[config.mk]
export PLATFORM = sky130hd
export DESIGN_NAME = exec_slice
export DESIGN_NICKNAME = d
export VERILOG_FILES = /design/src/rtl/slice_pkg.sv /design/src/rtl/slice_decoder.sv /design/src/rtl/slice_regfile.sv /design/src/rtl/slice_alu.sv /design/src/rtl/exec_slice.sv
export SDC_FILE = /design/constraint.sdc
export NUM_CORES = 1
export LEC_CHECK = 0
export BUFFER_PORTS_ARGS = -buffer_cell sky130_fd_sc_hd__buf_2
export CAP_MARGIN = 20
export CORE_AREA = 5 5 220 222
export CTS_CLUSTER_SIZE = 25
export DETAILED_ROUTE_END_ITERATION = 10
export DIE_AREA = 0 0 225 227
export PLACE_DENSITY_LB_ADDON = 0.3
export SYNTH_ARGS = -nofsm -noshare
export SYNTH_HDL_FRONTEND = slang
export SYNTH_SLANG_ARGS = --single-unit
[constraint.sdc]
create_clock -name clk -period 11.2 [get_ports clk]
set_clock_uncertainty 0.15 [all_clocks]
set_input_delay 0 -clock clk [delete_from_list [all_inputs] [get_ports clk]]
set_output_delay 0 -clock clk [all_outputs]
set_load 0.02 [all_outputs]
[src/rtl/slice_pkg.sv]
package slice_pkg;
  typedef enum logic [1:0] {ST_DEC, ST_ADDR, ST_REQ, ST_LOAD} seq_state_t;
  typedef enum logic [1:0] {OP_BAD, OP_ADD, OP_CMP, OP_LDS} op_kind_t;
  typedef struct packed {
    logic h;
    logic v;
    logic n;
    logic z;
    logic c;
  } flags_t;
endpackage

[src/rtl/slice_decoder.sv]
module slice_decoder
  import slice_pkg::*;
#(
  parameter int IW     = 16,
  parameter int DW     = 8,
  parameter int RIDX_W = 5
) (
  input  logic [IW-1:0]     word,
  output op_kind_t          kind,
  output logic [RIDX_W-1:0] dst_idx,
  output logic [RIDX_W-1:0] src_idx,
  output logic [DW-1:0]     imm
);
  // Field positions are fixed by the instruction encoding.
  logic is_add, is_cmp, is_lds;

  always_comb begin
    is_add = (word[15:10] == 6'b000011);
    is_cmp = (word[15:12] == 4'b0011);
    is_lds = (word[15:9] == 7'b1001000) && (word[3:0] == 4'b0000);

    kind = OP_BAD;
    if (is_add)      kind = OP_ADD;
    else if (is_cmp) kind = OP_CMP;
    else if (is_lds) kind = OP_LDS;

    // Split fields: the source high bit sits apart; compare reaches the upper half only.
    src_idx = {word[9], word[3:0]};
    imm     = {word[11:8], word[3:0]};
    if (is_cmp) dst_idx = {1'b1, word[7:4]};
    else        dst_idx = word[8:4];
  end
endmodule

[src/rtl/slice_regfile.sv]
module slice_regfile #(
  parameter int NREG   = 32,
  parameter int DW     = 8,
  parameter int RIDX_W = $clog2(NREG)
) (
  input  logic              clk,
  input  logic              rst,
  input  logic              we,
  input  logic [RIDX_W-1:0] waddr,
  input  logic [DW-1:0]     wdata,
  input  logic [RIDX_W-1:0] ra_idx,
  input  logic [RIDX_W-1:0] rb_idx,
  output logic [DW-1:0]     ra_data,
  output logic [DW-1:0]     rb_data
);
  logic [DW-1:0] mem [NREG];

  always_ff @(posedge clk) begin
    if (rst) begin
      for (int i = 0; i < NREG; i++) mem[i] <= '0;
    end else if (we) begin
      mem[waddr] <= wdata;
    end
  end

  assign ra_data = mem[ra_idx];
  assign rb_data = mem[rb_idx];
endmodule

[src/rtl/slice_alu.sv]
module slice_alu
  import slice_pkg::*;
#(
  parameter int DW = 8
) (
  input  logic [DW-1:0] a,
  input  logic [DW-1:0] b,
  input  logic          sub,
  output logic [DW-1:0] res,
  output flags_t        flg
);
  localparam int HB = DW / 2;
  logic [DW:0] full;
  logic [HB:0] half;

  always_comb begin
    if (sub) begin
      full = {1'b0, a} - {1'b0, b};
      half = {1'b0, a[HB-1:0]} - {1'b0, b[HB-1:0]};
    end else begin
      full = {1'b0, a} + {1'b0, b};
      half = {1'b0, a[HB-1:0]} + {1'b0, b[HB-1:0]};
    end
    res   = full[DW-1:0];
    flg.c = full[DW];
    flg.h = half[HB];
    flg.n = full[DW-1];
    flg.z = (full[DW-1:0] == '0);
    if (sub) flg.v = (a[DW-1] != b[DW-1]) && (full[DW-1] != a[DW-1]);
    else     flg.v = (a[DW-1] == b[DW-1]) && (full[DW-1] != a[DW-1]);
  end
endmodule

[src/rtl/exec_slice.sv]
module exec_slice
  import slice_pkg::*;
#(
  parameter int NREG = 32,
  parameter int DW   = 8,
  parameter int IW   = 16,
  parameter int AW   = 16,
  localparam int RIDX_W = $clog2(NREG),
  localparam int FW     = $bits(flags_t)
) (
  input  logic              clk,
  input  logic              rst,
  input  logic              fetch_valid,
  input  logic [IW-1:0]     fetch_word,
  output logic              fetch_ready,
  output logic              dmem_rd_en,
  output logic [AW-1:0]     dmem_addr,
  input  logic [DW-1:0]     dmem_rd_data,
  output logic              wb_valid,
  output logic [RIDX_W-1:0] wb_idx,
  output logic [DW-1:0]     wb_data,
  output logic [FW-1:0]     flags,
  output logic              illegal
);
  seq_state_t        state;
  op_kind_t          kind;
  logic [RIDX_W-1:0] dst_idx, src_idx, lds_idx;
  logic [DW-1:0]     imm, ra, rb, alu_b, alu_res;
  flags_t            alu_flg, flags_q;
  logic              accept, dec_fire, rf_we;
  logic [RIDX_W-1:0] rf_waddr;
  logic [DW-1:0]     rf_wdata;

  slice_decoder #(.IW(IW), .DW(DW), .RIDX_W(RIDX_W)) u_dec (
    .word(fetch_word), .kind(kind), .dst_idx(dst_idx),
    .src_idx(src_idx), .imm(imm)
  );

  slice_regfile #(.NREG(NREG), .DW(DW), .RIDX_W(RIDX_W)) u_rf (
    .clk(clk), .rst(rst), .we(rf_we), .waddr(rf_waddr), .wdata(rf_wdata),
    .ra_idx(dst_idx), .rb_idx(src_idx), .ra_data(ra), .rb_data(rb)
  );

  slice_alu #(.DW(DW)) u_alu (
    .a(ra), .b(alu_b), .sub(kind == OP_CMP), .res(alu_res), .flg(alu_flg)
  );

  assign fetch_ready = (state == ST_DEC) || (state == ST_ADDR);
  assign accept      = fetch_valid && fetch_ready;
  assign dec_fire    = accept && (state == ST_DEC);
  assign alu_b       = (kind == OP_CMP) ? imm : rb;
  assign flags       = flags_q;

  always_comb begin
    rf_we    = 1'b0;
    rf_waddr = dst_idx;
    rf_wdata = alu_res;
    if (state == ST_LOAD) begin
      rf_we    = 1'b1;
      rf_waddr = lds_idx;
      rf_wdata = dmem_rd_data;
    end else if (dec_fire && kind == OP_ADD) begin
      rf_we = 1'b1;
    end
  end

  always_ff @(posedge clk) begin
    if (rst) begin
      state      <= ST_DEC;
      lds_idx    <= '0;
      flags_q    <= '0;
      wb_valid   <= 1'b0;
      wb_idx     <= '0;
      wb_data    <= '0;
      illegal    <= 1'b0;
      dmem_rd_en <= 1'b0;
      dmem_addr  <= '0;
    end else begin
      wb_valid   <= 1'b0;
      illegal    <= 1'b0;
      dmem_rd_en <= 1'b0;
      unique case (state)
        ST_DEC: if (accept) begin
          unique case (kind)
            OP_ADD: begin
              flags_q  <= alu_flg;
              wb_valid <= 1'b1;
              wb_idx   <= dst_idx;
              wb_data  <= alu_res;
            end
            OP_CMP: flags_q <= alu_flg;
            OP_LDS: begin
              lds_idx <= dst_idx;
              state   <= ST_ADDR;
            end
            default: illegal <= 1'b1;
          endcase
        end
        ST_ADDR: if (accept) begin
          dmem_rd_en <= 1'b1;
          dmem_addr  <= fetch_word[AW-1:0];
          state      <= ST_REQ;
        end
        ST_REQ: state <= ST_LOAD;
        ST_LOAD: begin
          wb_valid <= 1'b1;
          wb_idx   <= lds_idx;
          wb_data  <= dmem_rd_data;
          state    <= ST_DEC;
        end
        default: state <= ST_DEC;
      endcase
    end
  end

  // an accepted add reports its destination in the next cycle
  p_add_wb_r2: assert property (@(posedge clk) disable iff (rst)
    (dec_fire && kind == OP_ADD) |=> (wb_valid && wb_idx == $past(dst_idx)));
  // a compare never writes a register
  p_cmp_no_wb_r4: assert property (@(posedge clk) disable iff (rst)
    (dec_fire && kind == OP_CMP) |=> !wb_valid);
  // the read strobe lasts one cycle
  p_rd_pulse_r6: assert property (@(posedge clk) disable iff (rst)
    dmem_rd_en |=> !dmem_rd_en);
  // fetch is closed while a read is in flight
  p_ready_off_r7: assert property (@(posedge clk) disable iff (rst)
    dmem_rd_en |-> !fetch_ready);
  // write-back follows the read cycle by one
  p_load_wb_r7: assert property (@(posedge clk) disable iff (rst)
    dmem_rd_en |=> ##1 wb_valid);
  // an illegal word writes nothing and keeps the flags
  p_illegal_quiet_r8: assert property (@(posedge clk) disable iff (rst)
    illegal |-> (!wb_valid && $stable(flags)));
endmodule

==> flow_metrics.tcl <==
set metrics [dict create \
    outcome "completed" \
    syn_area_um2 16000 \
    comb_power_share 0.238 \
    antenna_found_initial 1 \
    clockBufferDepth 3 \
    tns_ns 0 \
    p_sw_uw 1010 \
    io_pins 65 \
    netlist_instances 1273 \
    floorplan.initialDensity 0.346 \
    slowest_delay_ns 0.57 \
    maxCapViolations 0 \
    hp-class "primary input to flop" \
    grt_pass1_wl_um 73500 \
    clkSinkCount 300 \
    path_common_cell "ha_1" \
    row_count 79 \
    place_congestion 0.898 \
    drt_iter0_drc 1297 \
    firstDrtPassIters 5 \
    avgViaCountPerCell 5.73 \
    async_flop_share 0 \
    setup_viol 0 \
    cp-start-kind "primary input" \
    netlist_top_cells_area "edfxtp_1 (48%), mux4_2 (17%), nor2_1 (7.4%)" \
    die-height_um 227 \
    cts_buffers 35 \
    clock_power_share 0.350 \
    tightest_slew_ns 1.12 \
    maxSlewViolCount 0 \
    mostFrequentLayoutCell "nor2_1" \
    swShare 0.329 \
    leakagePower_uw 0.00650 \
    ir_worst_vdd_uv 171 \
    wire_per_inst_um 25.9 \
    grt_use_total 0.194 \
    gr-total-overflow 0 \
    wl_um 50600 \
    worstPathArrival_ns 6.41 \
    yosysTopAreaCell "edfxtp_1" \
    core-area_um2 46200 \
    setup_slack_ns 4.87 \
    floorplan.die_area_um2 51100 \
    synth_cell_types 68 \
    r2r_cells 19 \
    p_int_uw 2050 \
    synth-edff-count 256 \
    p_per_area_nw_per_um2 169 \
    seq_area_frac_synth 0.536 \
    nets 1363 \
    cp.required_ns 11.28 \
    cts_tree "built" \
    end_kind "flop" \
    synth_area_per_cell_um2 12.6 \
    timing.final.crit_share 0.565 \
    holdPathStages 4 \
    clock_latency_ns 0.54 \
    yosys.area.top_type_share 0.481 \
    yosys_warnings 0 \
    clkTransAtPathRegs_ns 0.05 \
    crit_type "primary input to flop" \
    hpwlAfterDp_um 33900 \
    seqPwrFrac 0.412 \
    ant_nets 0 \
    cts-root-buf "clkbuf_16" \
    dpl_worst_slack_ns 5.04 \
    finalHoldViolCount 0 \
    drive_above_1_share 0.212 \
    min_period_ns 6.33 \
    num_vias 11160 \
    syn_to_final_growth_pct 13.5 \
    htreeDepth 2 \
    synth-main-ff-cell "edfxtp_1" \
    relSlewSlack 0.252 \
    fmax_mhz 158 \
    mappedNetlistNets 1318 \
    mostFrequentLayoutCells "nor2_1 (317), edfxtp_1 (256), mux4_2 (118)" \
    drc_errors 0 \
    die_w_um 225 \
    cts_setup_buffers 0 \
    grt_start_max_net_pins 78 \
    cpMaxStageDelayCell "ha_1" \
    worstPathMaxFanout 39 \
    ys_ff_latch 300 \
    n_antenna_cell 0 \
    utilization 0.393 \
    grt_pass1_vias 10796 \
    port_buffers 64 \
    rsz0062_at_grt "no" \
]
## power groups by stage
stage               logic (uW)  registers, uW  clock network [uW]
CTS                        730           1260                1080
detailed placement         723           1280                   0
finish                     730           1260                1070
floorplan                  435           1280                   0
global placement           721           1280                   0
global route               768           1260                1130
## registers in the layout (all words and copies together) (netlist names)
name,flops
wb_valid,1
lds_idx,5
u_rf.mem,256
illegal,1
wb_data,8
dmem_addr,16
wb_idx,5
dmem_rd_en,1
flags,5
state,2
## cell usage after synthesis, types with 4 or more instances
cell type	instances
nand2_1	81
clkbuf_1	60
nand2b_1	36
mux2i_1	60
dfxtp_1	44
xor2_1	7
a22oi_1	16
nor3b_1	5
o21ai_1	4
mux4_2	118
ha_1	17
nand4_1	9
nor2_1	317
or2_2	4
buf_1	7
a211oi_1	21
inv_1	18
o21ai_0	7
buf_2	23
nand3_1	17
mux2_2	13
edfxtp_1	256
nor2b_1	16
a31oi_1	9
and3_1	5
nor3_1	14
mux4_1	6
a21oi_1	28
## cell type report
| type | count | area, um^2 |
|---|---|---|
| Multi-Input combinational cell | 860 | 7030 |
| Fill cell | 4367 | 28000 |
| Tap cell | 607 | 759 |
| Timing Repair Buffer | 103 | 671 |
| Clock buffer | 46 | 956 |
| Sequential cell | 300 | 8570 |
| Clock inverter | 15 | 88.8 |
| Inverter | 18 | 67.6 |
## per-stage QoR
step	total power [uW]	instance area, um^2	hold slack [ns]	std cells
2_1_floorplan	1710	16000	-0.0140	1273
3_3_place_gp	2000	16900	0.131	1869
3_5_place_dp	2010	16900	0.138	1869
4_1_cts	3070	18100	0.00223	1949
5_1_grt	3160	18100	0.0286	1949
6_report	3060	18100	0.0125	1949
## critical path, delay by kind of cell
family          cells  cell delay (ns)
fa+ha+maj           3             1.08
simple gates        9             1.84
xor+xnor            2             0.45
compound gates      7             1.62
buf+inv             5             1.31
## metal layers
metal  part of all wire  GRT usage  routed length [um]
met5            0.00026          0                  13
met4              0.032     0.0631                1630
met3              0.083     0.0344                4200
met2               0.46      0.305               23300
met1               0.42      0.276               21500
## path summary, 6_finish.rpt
check / startpoint / to / slack [ns]
setup / recovery: fetch_word[2] / u_rf.mem[18][7]$_SDFFCE_PN0P_ / 4.87
setup reg to reg: u_rf.mem[7][0]$_SDFFCE_PN0P_ / u_rf.mem[18][7]$_SDFFCE_PN0P_ / 6.03
hold / removal: dmem_rd_data[0] / u_rf.mem[31][0]$_SDFFCE_PN0P_ / 0.01
hold reg to reg: dmem_addr[10]$_SDFFE_PP0P_ / dmem_addr[10]$_SDFFE_PP0P_ / 0.30
## kinds of logic after synthesis
family / count (synthesis) / synth area share
compound gates: 111 / 0.0467
xor+xnor: 10 / 0.00548
fa+ha+maj: 18 / 0.0146
buf+inv: 113 / 0.0308
flops: 300 / 0.536
mux: 199 / 0.224
simple gates: 522 / 0.142
## what timing repair did
action	4_1_cts	5_1_grt
resized for setup	0	0
hold endpoints to repair	62	0
hold buffers	19	0
setup endpoints to repair	0	0
Note: power is estimated with default switching activity, not from simulation.
